<file path="src/rtl/wcs_pkg.sv">
package wcs_pkg;

    // Source of the byte returned on a read
    typedef enum logic [1:0] {
        SRC_NONE   = 2'd0,
        SRC_STATUS = 2'd1,
        SRC_ARRAY  = 2'd2
    } rd_src_e;

endpackage

</file>
<file path="src/rtl/wcs_last_byte.sv">
module wcs_last_byte #(
    parameter int DATA_W   = 8,
    parameter int PEND_BIT = DATA_W - 1
) (
    input  logic              clk,
    input  logic              rst_n,
    input  logic              busy_i,
    input  logic              load_i,
    input  logic [DATA_W-1:0] load_data_i,
    output logic              pend_o
);

    typedef struct packed {
        logic [DATA_W-1:0] last;
    } cap_state_t;

    cap_state_t st_d, st_q;

    always_comb begin
        st_d = st_q;
        if (load_i && !busy_i) begin
            st_d.last = load_data_i;
        end
    end

    always_ff @(posedge clk or negedge rst_n) begin
        if (!rst_n) begin
            st_q <= '0;
        end else begin
            st_q <= st_d;
        end
    end

    assign pend_o = st_q.last[PEND_BIT];

    AST_LOAD_BLOCKED_BUSY: assert property (@(posedge clk) disable iff (!rst_n)
        busy_i |=> $stable(st_q.last));

    AST_LOAD_TAKEN_IDLE: assert property (@(posedge clk) disable iff (!rst_n)
        (load_i && !busy_i) |=> (st_q.last == $past(load_data_i)));

endmodule

</file>
<file path="src/rtl/wcs_toggle.sv">
module wcs_toggle (
    input  logic clk,
    input  logic rst_n,
    input  logic busy_i,
    input  logic sel_i,
    output logic tog_o
);

    typedef struct packed {
        logic sel;
        logic tog;
    } tog_state_t;

    tog_state_t st_d, st_q;
    logic       access_start;

    always_comb begin
        st_d         = st_q;
        access_start = sel_i && !st_q.sel;
        st_d.sel     = sel_i;
        if (access_start && busy_i) begin
            st_d.tog = ~st_q.tog;
        end
    end

    always_ff @(posedge clk or negedge rst_n) begin
        if (!rst_n) begin
            st_q <= '0;
        end else begin
            st_q <= st_d;
        end
    end

    // Level presented for the access sampled this cycle
    assign tog_o = st_d.tog;

    AST_TOG_FROZEN_IDLE: assert property (@(posedge clk) disable iff (!rst_n)
        !busy_i |=> $stable(st_q.tog));

    AST_TOG_HELD_IN_ACCESS: assert property (@(posedge clk) disable iff (!rst_n)
        (sel_i && $past(sel_i) && $past(rst_n)) |=> $stable(st_q.tog));

endmodule

</file>
<file path="src/rtl/wcs_read_mux.sv">
module wcs_read_mux
    import wcs_pkg::*;
#(
    parameter int   DATA_W   = 8,
    parameter int   PEND_BIT = DATA_W - 1,
    parameter int   TOG_BIT  = DATA_W - 2,
    parameter logic RSV_FILL = 1'b0
) (
    input  logic              clk,
    input  logic              rst_n,
    input  logic              sel_i,
    input  logic              busy_i,
    input  logic              pend_i,
    input  logic              tog_i,
    input  logic [DATA_W-1:0] array_i,
    output logic [DATA_W-1:0] data_o,
    output logic              drive_o
);

    typedef struct packed {
        rd_src_e           src;
        logic              drive;
        logic [DATA_W-1:0] data;
    } mux_state_t;

    mux_state_t        st_d, st_q;
    logic [DATA_W-1:0] status_byte;

    for (genvar b = 0; b < DATA_W; b++) begin : g_status
        if (b == PEND_BIT) begin : g_pend
            assign status_byte[b] = ~pend_i;
        end else if (b == TOG_BIT) begin : g_tog
            assign status_byte[b] = tog_i;
        end else begin : g_rsv
            assign status_byte[b] = RSV_FILL;
        end
    end

    always_comb begin
        st_d = st_q;
        if (!sel_i) begin
            st_d.src = SRC_NONE;
        end else if (busy_i) begin
            st_d.src = SRC_STATUS;
        end else begin
            st_d.src = SRC_ARRAY;
        end
        st_d.drive = (st_d.src != SRC_NONE);
        unique case (st_d.src)
            SRC_STATUS: st_d.data = status_byte;
            SRC_ARRAY:  st_d.data = array_i;
            default:    st_d.data = '0;
        endcase
    end

    always_ff @(posedge clk or negedge rst_n) begin
        if (!rst_n) begin
            st_q <= '{src: SRC_NONE, drive: 1'b0, data: '0};
        end else begin
            st_q <= st_d;
        end
    end

    assign data_o  = st_q.data;
    assign drive_o = st_q.drive;

    AST_QUIET_WHEN_OFF: assert property (@(posedge clk) disable iff (!rst_n)
        !drive_o |-> (data_o == '0));

    AST_PASS_WHEN_IDLE: assert property (@(posedge clk) disable iff (!rst_n)
        (sel_i && !busy_i) |=> (data_o == $past(array_i)));

endmodule

</file>
<file path="src/rtl/wcs_status_responder.sv">
module wcs_status_responder #(
    parameter int   DATA_W   = 8,
    parameter logic RSV_FILL = 1'b0
) (
    input  logic              clk,
    input  logic              rst_n,
    input  logic              busy_i,
    input  logic              load_i,
    input  logic [DATA_W-1:0] load_data_i,
    input  logic              sel_n_i,
    input  logic              oen_n_i,
    input  logic [DATA_W-1:0] array_i,
    output logic [DATA_W-1:0] rd_data_o,
    output logic              rd_drive_o
);

    localparam int PEND_BIT = DATA_W - 1;
    localparam int TOG_BIT  = DATA_W - 2;

    logic rd_sel;
    logic pend_w;
    logic tog_w;

    assign rd_sel = !sel_n_i && !oen_n_i;

    wcs_last_byte #(
        .DATA_W   (DATA_W),
        .PEND_BIT (PEND_BIT)
    ) last_i (
        .clk         (clk),
        .rst_n       (rst_n),
        .busy_i      (busy_i),
        .load_i      (load_i),
        .load_data_i (load_data_i),
        .pend_o      (pend_w)
    );

    wcs_toggle tog_i (
        .clk    (clk),
        .rst_n  (rst_n),
        .busy_i (busy_i),
        .sel_i  (rd_sel),
        .tog_o  (tog_w)
    );

    wcs_read_mux #(
        .DATA_W   (DATA_W),
        .PEND_BIT (PEND_BIT),
        .TOG_BIT  (TOG_BIT),
        .RSV_FILL (RSV_FILL)
    ) mux_i (
        .clk     (clk),
        .rst_n   (rst_n),
        .sel_i   (rd_sel),
        .busy_i  (busy_i),
        .pend_i  (pend_w),
        .tog_i   (tog_w),
        .array_i (array_i),
        .data_o  (rd_data_o),
        .drive_o (rd_drive_o)
    );

    AST_DRIVE_FOLLOWS_SEL: assert property (@(posedge clk) disable iff (!rst_n)
        rd_sel |=> rd_drive_o);

    AST_NO_DRIVE_UNSEL: assert property (@(posedge clk) disable iff (!rst_n)
        !rd_sel |=> !rd_drive_o);

    AST_POLL_INVERTED: assert property (@(posedge clk) disable iff (!rst_n)
        (rd_sel && busy_i) |=> (rd_data_o[PEND_BIT] != $past(pend_w)));

    AST_TOG_STABLE_OUT: assert property (@(posedge clk) disable iff (!rst_n)
        (rd_sel && $past(rd_sel) && busy_i && $past(busy_i) && $past(rst_n))
        |=> $stable(rd_data_o[TOG_BIT]));

    AST_RSV_ZERO: assert property (@(posedge clk) disable iff (!rst_n)
        (rd_sel && busy_i) |=> (rd_data_o[TOG_BIT-1:0] == '0));

endmodule

</file>
<file path="config.mk">
export PLATFORM = sky130hd
export DESIGN_NAME = wcs_status_responder
export DESIGN_NICKNAME = d
export VERILOG_FILES = /design/src/rtl/wcs_pkg.sv /design/src/rtl/wcs_last_byte.sv /design/src/rtl/wcs_toggle.sv /design/src/rtl/wcs_read_mux.sv /design/src/rtl/wcs_status_responder.sv
export SDC_FILE = /design/constraint.sdc
export NUM_CORES = 1
export LEC_CHECK = 0
export ABC_AREA = 1
export ABC_CLOCK_PERIOD_IN_PS = 2900
export BUFFER_PORTS_ARGS = -buffer_cell sky130_fd_sc_hd__buf_4
export CORE_AREA = 2 2 39 41
export DETAILED_ROUTE_END_ITERATION = 8
export DIE_AREA = 0 0 41 43
export MAX_ROUTING_LAYER = met4
export PLACE_DENSITY = 0.67
export SKIP_LAST_GASP = 1
export SLEW_MARGIN = 30
export SYNTH_ARGS = -nofsm -noshare
export SYNTH_HDL_FRONTEND = slang
export SYNTH_SLANG_ARGS = --single-unit
</file>
<file path="constraint.sdc">
create_clock -name clk -period 2.9 [get_ports clk]
set_clock_uncertainty 0.15 [all_clocks]
set_input_delay 0.145 -clock clk [delete_from_list [all_inputs] [get_ports clk]]
set_output_delay 0.145 -clock clk [all_outputs]
set_load 0.01 [all_outputs]
</file>
==> impl_summary.txt, run 1 <==
----------------------------------------------------
[Power]
  Highest ir drop seen on vdd ... a little over 200 uV
  LEAKAGE ... 0.441 nW
  Power per cell area ... approximately 430 mW/mm^2

[Worst setup path]
  Reg-to-reg endpoint ... last_i.st_q[7]
  CP endpoint kind ... flop
  Worst r2r src ... last_i.st_q[7]
  Launching element of the worst setup path ... load_i
  Kind of critical path ... in -> reg
  CP arrival ... approximately 1.5 ns
  Peak fanout along the critical path ... 2
  Startpoint Class ... input port
  Worst EP required ... roughly 2.9 ns
  Worst reg-to-reg setup slack ... 1.54 ns
  R2R cell count ... 3

[Min path]
  Hold path start ... busy_i
  Hold Path Class ... in -> reg
  Worst hold path depth ... 4
  Worst hold endpoint ... mux_i.data_o[6]

[Cells and area]
  FF+latch area ... 300 um^2
  N_diodes ... 0
  Fillers ... ~130
  Commonest cells after routing, fill and taps aside ... sky130_fd_sc_hd__buf_4 (23), sky130_fd_sc_hd__dlygate4sd3_1 (14), sky130_fd_sc_hd__dfrtp_1 (12)
  Fraction of final layout cells sized beyond drive strength 1 ... 0.333
  Total area of multi-input combinational cells ... about 100 um^2
  Growth of design area from synthesis to finish ... 79.8%
  Number of nets at the end of the flow ... 108
  Final Non-Filler Cells ... 100
  Most common cell after layout, fill and taps aside ... sky130_fd_sc_hd__buf_4

[Global routing]
  Gr usage total ... 0.139
  Final global-route overflow total ... 0
  Antenna violations before repair ... 0
  Vias in the first global route ... roughly 430
  Global-route wire length before repair ... 1.53 mm
  Pin count of the biggest net entering global routing ... 13

[CTS]
  Clock tree buffer depth ... 2
  Number of buffers added by the clock tree synthesis step ... 3
  Number of buffers inserted by post-CTS setup repair ... 0
  Clock latency of the later-clocked register in the worst-skew pair ... 0.27 ns
  Root buffer cell ... sky130_fd_sc_hd__clkbuf_4
  TritonCTS clock tree ... built
  Reg clk slew, reported paths ... 0.07 ns
  Clock sink count ... 12
  H-Tree Level Count ... 1

[STA]
  Final Critical Period ... about 1.5 ns
  Headroom to the max-slew limit ... 0.862
  Slew at the pin closest to its max-slew limit ... 0.206 ns
  Total negative slack ... 0 ns
  Setup repair after global routing missed its margin ... false
  Setup violations, final ... 0
  Max frequency ... approximately 650 MHz
  Period Utilization, post-route ... 0.530
  Max Slew Vio Count ... 0
  Final Hold Vio Count ... 0

[Die]
  Area of the die ... 0.00176 mm^2
  Boundary Pins ... 31
  Width of the chip ... 41 um
  Initial standard-cell utilization of the core ... 0.322
  Standard-cell row count ... 14
  Y dimension of the die ... ~43 um
  Total core area ... about 0.0014 mm^2

[Drt]
  Overall via count from detail_route ... approximately 410
  Detail-routed net length per standard cell ... 10.5 um
  Detailed-routed wire length on met3 ... 65 um
  Number of iterations in the first detailed-routing pass ... 2
  Per-cell via count in the routed design ... 4.14
  Count of routing violations after the opening detailed-route iteration ... 6
  Antenna-violating nets left ... 0
  M1 WL ... 411 um
  Metal2 WL ... 545 um
  Drt drc ... 0
  Routed wire length ... 1.05 mm
  Top layer in use ... met4

[Place]
  Post-DP HPWL ... 715 um
  Count of port buffers added during placement ... 23
  Number of cells after detailed placement ... 83
  Placer congestion estimate ... 0.818

[Outcome]
  Run status ... complete, no violations

[Job]
  Number of violations of the max-capacitance limit ... 0

[Synthesis]
  Warnings, synthesis ... 0
  Netlist cell types ... 12
  Nets in the synthesized netlist ... 66
  Flip-flop and latch count after synthesis ... 12
  Post-Synthesis Cell Area ... roughly 450 um^2
  Proportion of synthesized chip area in sequential cells ... 0.674
  Post-synthesis area per instance ... 10.1 um^2
  Post-synthesis instance total ... 44

----------------------------------------------------
kinds of logic (layout without fill, tap and decap cells):
group	Yosys count	in the layout	synth area share
AOI/OAI and AO/OA	3	3	0.0421
and+or+nand+nor	18	18	0.191
DFF	12	12	0.674
buffers and inverters	11	51	0.0927
repair_timing:
item                                   CTS  global route
hold buffers                            14             0
gates resized for setup                  0             0
endpoints found under the hold margin   23             0
layer usage:
metal | vias to the layer above | global-route usage
li1 | 213 | -
met1 | 177 | 0.119
met2 | 20 | 0.231
met3 | 4 | 0.0314
met4 | 0 | 0.120
met5 | - | -
registers in the layout, summed over array words and instances, names as in the netlist:
| name | count |
|---|---|
| last_i.st_q | 1 |
| mux_i.data_o | 8 |
| mux_i.drive_o | 1 |
| tog_i.st_q | 2 |
critical path, stage by stage:
cell,delay [ns]
sky130_fd_sc_hd__dlygate4sd3_1,0.53
sky130_fd_sc_hd__buf_4,0.13
sky130_fd_sc_hd__a21oi_1,0.13
sky130_fd_sc_hd__a31oi_1,0.05
sky130_fd_sc_hd__dlygate4sd3_1,0.56
Yosys cell counts (all sizes together):
library cell	count	area (um^2)
a21oi	1	5.00
a31oi	1	6.26
and2	1	6.26
dfrtp	12	300
inv	11	41.3
nand2	3	11.3
nand3	4	20.0
nand4	1	6.26
nor2	9	41.3
o31ai	1	7.51
final cells by class:
type | instances | area share
Timing Repair Buffer | 37 | 0.391
Sequential cell | 12 | 0.375
Multi-Input combinational cell | 21 | 0.130
Inverter | 11 | 0.0516
Clock buffer | 3 | 0.0281
Tap cell | 16 | 0.0250
through the flow:
stage | setup WS (ns) | hold slack, ns | util | instance area, um^2 | power [mW]
floorplan | 1.98 | -0.301 | - | 445 | 0.200
global placement | 1.90 | -0.161 | 0.461 | 638 | 0.228
detailed placement | 1.86 | -0.160 | 0.461 | 638 | 0.230
CTS | 1.37 | 0.0857 | 0.579 | 801 | 0.344
global route | 1.32 | 0.109 | 0.579 | 801 | 0.355
finish | 1.36 | 0.0854 | 0.579 | 801 | 0.341
worst max-delay path by stage:
stage / endpoint / depth (start not counted)
final: last_i.st_q[7] / 5
after global routing: last_i.st_q[7] / 5
after CTS: last_i.st_q[7] / 5
after detailed placement: tog_i.st_q[0] / 4
after global placement: tog_i.st_q[0] / 4
after floorplan: tog_i.st_q[0] / 3
report_power, final:
group / switching, mW / internal [mW] / leakage, nW
Combinational: 0.0250 / 0.0376 / 0.270
Sequential: 0.00371 / 0.177 / 0.158
Clock: 0.0501 / 0.0481 / 0.0138
Total: 0.0788 / 0.262 / 0.441
No activity file was read; power rests on OpenSTA's default activity.
==> run 2: changes to the inputs <==
--- a/config.mk
+++ b/config.mk
@@ -6,7 +6,7 @@
 export NUM_CORES = 1
 export LEC_CHECK = 0
 export ABC_AREA = 1
-export ABC_CLOCK_PERIOD_IN_PS = 2900
+export ABC_CLOCK_PERIOD_IN_PS = 1500
 export BUFFER_PORTS_ARGS = -buffer_cell sky130_fd_sc_hd__buf_4
 export CORE_AREA = 2 2 39 41
 export DETAILED_ROUTE_END_ITERATION = 8
==> constraint.sdc (replaced) <==
create_clock -name clk -period 1.5 [get_ports clk]
set_clock_uncertainty 0.15 [all_clocks]
set_input_delay 0.075 -clock clk [delete_from_list [all_inputs] [get_ports clk]]
set_output_delay 0.075 -clock clk [all_outputs]
set_load 0.01 [all_outputs]
==> run 2 against run 1 <==
Largest cell class unchanged. Largest power group unchanged. Critical path type unchanged. Critical path depth is 1 lower. Count of clock-buffer cells in the layout is the same. Highest routed layer unchanged. First-iteration DRC count fell by 67%. Utilization unchanged. Total power increased by 91%.
==> impl_summary.txt, run 2 (synthesis gave the netlist of run 1 again) <==
----------------------------------------------------
[Worst setup path]
  Cell family with the largest share of critical-path delay ... buffers and inverters
  Worst reg-to-reg setup slack ... between 0.4 and 0.5 ns
  Peak fanout along the critical path ... 2
  Worst EP required ... 1.55 ns
  CP arrival ... 1.41 ns
  CP endpoint kind ... flop
  Combined buffer and inverter count along the critical path ... 3
  Startpoint Class ... input port
  Kind of critical path ... in -> reg
  Reg-to-reg endpoint ... tog_i.st_q[0]
  Library cell appearing most often on the critical path ... sky130_fd_sc_hd__dlygate4sd3_1
  R2R cell count ... 3
  Crit path cell chain ... dlygate4sd3_1 -> buf_4 -> nor2_1 -> dlygate4sd3_1
  Worst r2r src ... tog_i.st_q[1]
  Crit path largest cell delay ... 0.55 ns
  Master of the slowest instance on the critical path ... sky130_fd_sc_hd__dlygate4sd3_1

[Drt]
  Overall via count from detail_route ... 419
  Top layer in use ... met4
  Number of iterations in the first detailed-routing pass ... 4
  Routed wire length ... 1.06 mm
  Count of routing violations after the opening detailed-route iteration ... 2
  Antenna-violating nets left ... 0
  Detailed-routed wire length on met3 ... 69 um
  Detail-routed net length per standard cell ... ~11 um
  Drt drc ... 0
  Per-cell via count in the routed design ... 4.19
  Metal2 WL ... 558 um
  M1 WL ... 400 um

[STA]
  Slew at the pin closest to its max-slew limit ... 0.221 ns
  Max Slew Vio Count ... 0
  Setup repair after global routing missed its margin ... false
  Total negative slack ... 0 ns
  Setup violations, final ... 0
  Headroom to the max-slew limit ... 0.852
  Final Critical Period ... around 1.4 ns
  Final Hold Vio Count ... 0
  Max frequency ... ~740 MHz
  Period Utilization, post-route ... 0.903

[Die]
  Boundary Pins ... 31
  Initial standard-cell utilization of the core ... 0.322
  Standard-cell row count ... 14
  Total core area ... 0.00138 mm^2
  Width of the chip ... 41 um
  Area of the die ... about 0.0018 mm^2
  Y dimension of the die ... 43 um

[Global routing]
  Vias in the first global route ... about 420
  Final global-route overflow total ... 0
  Global-route wire length before repair ... between 1 and 1.5 mm
  Pin count of the biggest net entering global routing ... 13
  Antenna violations before repair ... 0
  Gr usage total ... 0.136

[Cells and area]
  Number of nets at the end of the flow ... about 110
  Most common cell after layout, fill and taps aside ... sky130_fd_sc_hd__buf_4
  Fillers ... 120
  Utilization after layout ... 0.579
  Commonest cells after routing, fill and taps aside ... sky130_fd_sc_hd__buf_4 (23), sky130_fd_sc_hd__dlygate4sd3_1 (14), sky130_fd_sc_hd__dfrtp_1 (12)
  N_diodes ... 0
  Post-route cell area ... 801 um^2
  Fraction of final layout cells sized beyond drive strength 1 ... 0.333
  Largest register FFs ... 8
  Growth of design area from synthesis to finish ... 79.8%

[Job]
  Number of violations of the max-capacitance limit ... 0

[Power]
  Internal power ... 0.505 mW
  Switching Share ... 0.227
  Power per cell area ... between 800 and 900 mW/mm^2
  Part of the power in the clock network ... 0.284
  LEAKAGE ... 0.442 nW
  Seq pwr share ... 0.535
  Highest ir drop seen on vdd ... 394 uV
  Switch Pwr ... 0.148 mW
  Share of total power in combinational logic ... 0.181

[Min path]
  Worst hold path depth ... 3
  Worst hold endpoint ... last_i.st_q[7]
  Hold path start ... busy_i
  Hold Path Class ... in -> reg

[Place]
  Post-DP HPWL ... about 710 um
  Placer congestion estimate ... 0.818
  Placed cell areas ... 638 um^2
  Count of port buffers added during placement ... 23

[CTS]
  Root buffer cell ... sky130_fd_sc_hd__clkbuf_4
  H-Tree Level Count ... 1
  TritonCTS clock tree ... built
  Number of buffers added by the clock tree synthesis step ... 3
  Reg clk slew, reported paths ... 0.07 ns
  Clock tree buffer depth ... 2
  Resized cells post-CTS ... 0
  Clock sink count ... 12
  Clock latency of the later-clocked register in the worst-skew pair ... 0.26 ns

[Outcome]
  Run status ... complete, no violations

----------------------------------------------------
==> run 2: metrics by stage <==
stage	setup slack, ns	hold WS (ns)	std cells	power (mW)
floorplan	0.580	-0.371	44	0.387
global placement	0.544	-0.231	83	0.441
detailed placement	0.506	-0.229	83	0.445
CTS	0.0411	0.0173	100	0.664
global route	0.125	0.0459	100	0.679
finish	0.145	0.0214	100	0.653
==> run 2: metal layers <==
layer  vias to the layer above  track usage
li1                        216            -
met4                         0        0.100
met1                       177        0.108
met3                         4       0.0314
met5                         -            -
met2                        22        0.241
==> run 2: worst max-delay path by stage <==
stage | startpoint | end | slack, ns | cells after the start
2_1_floorplan | tog_i.st_q[1] | tog_i.st_q[0] | 0.58 | 3
3_5_place_dp | tog_i.st_q[1] | tog_i.st_q[0] | 0.51 | 3
6_report | oen_n_i | mux_i.drive_o | 0.15 | 4
4_1_cts | load_i | last_i.st_q[7] | 0.04 | 5
5_1_grt | oen_n_i | mux_i.drive_o | 0.12 | 4
3_3_place_gp | tog_i.st_q[1] | tog_i.st_q[0] | 0.54 | 3
==> run 2: power by group through the flow <==
stage / clock network (mW) / registers [mW] / logic, mW
global route: 0.200 / 0.350 / 0.130
CTS: 0.194 / 0.349 / 0.122
detailed placement: 0 / 0.355 / 0.0899
global placement: 0 / 0.354 / 0.0864
floorplan: 0 / 0.359 / 0.0284
finish: 0.185 / 0.349 / 0.118
==> run 2: worst min-delay path, delay by kind of cell <==
kind / cells / cell delay [ns]
AOI/OAI and AO/OA: 1 / 0.14
buffers and inverters: 2 / 0.18
==> run 2: cell type report <==
class,count,area [um^2],share of cell area
clock buffers,3,22.5,0.0281
inverters,11,41.3,0.0516
multi-input cells,21,104,0.130
flip-flops and latches,12,300,0.375
well taps,16,20.0,0.0250
repair buffers,37,313,0.391
==> run 2: repair_timing <==
action | CTS | global route
endpoints found under the hold margin | 23 | 1
endpoints found under the setup margin | 0 | 1
buffers inserted | 0 | 0
hold buffers | 14 | 1
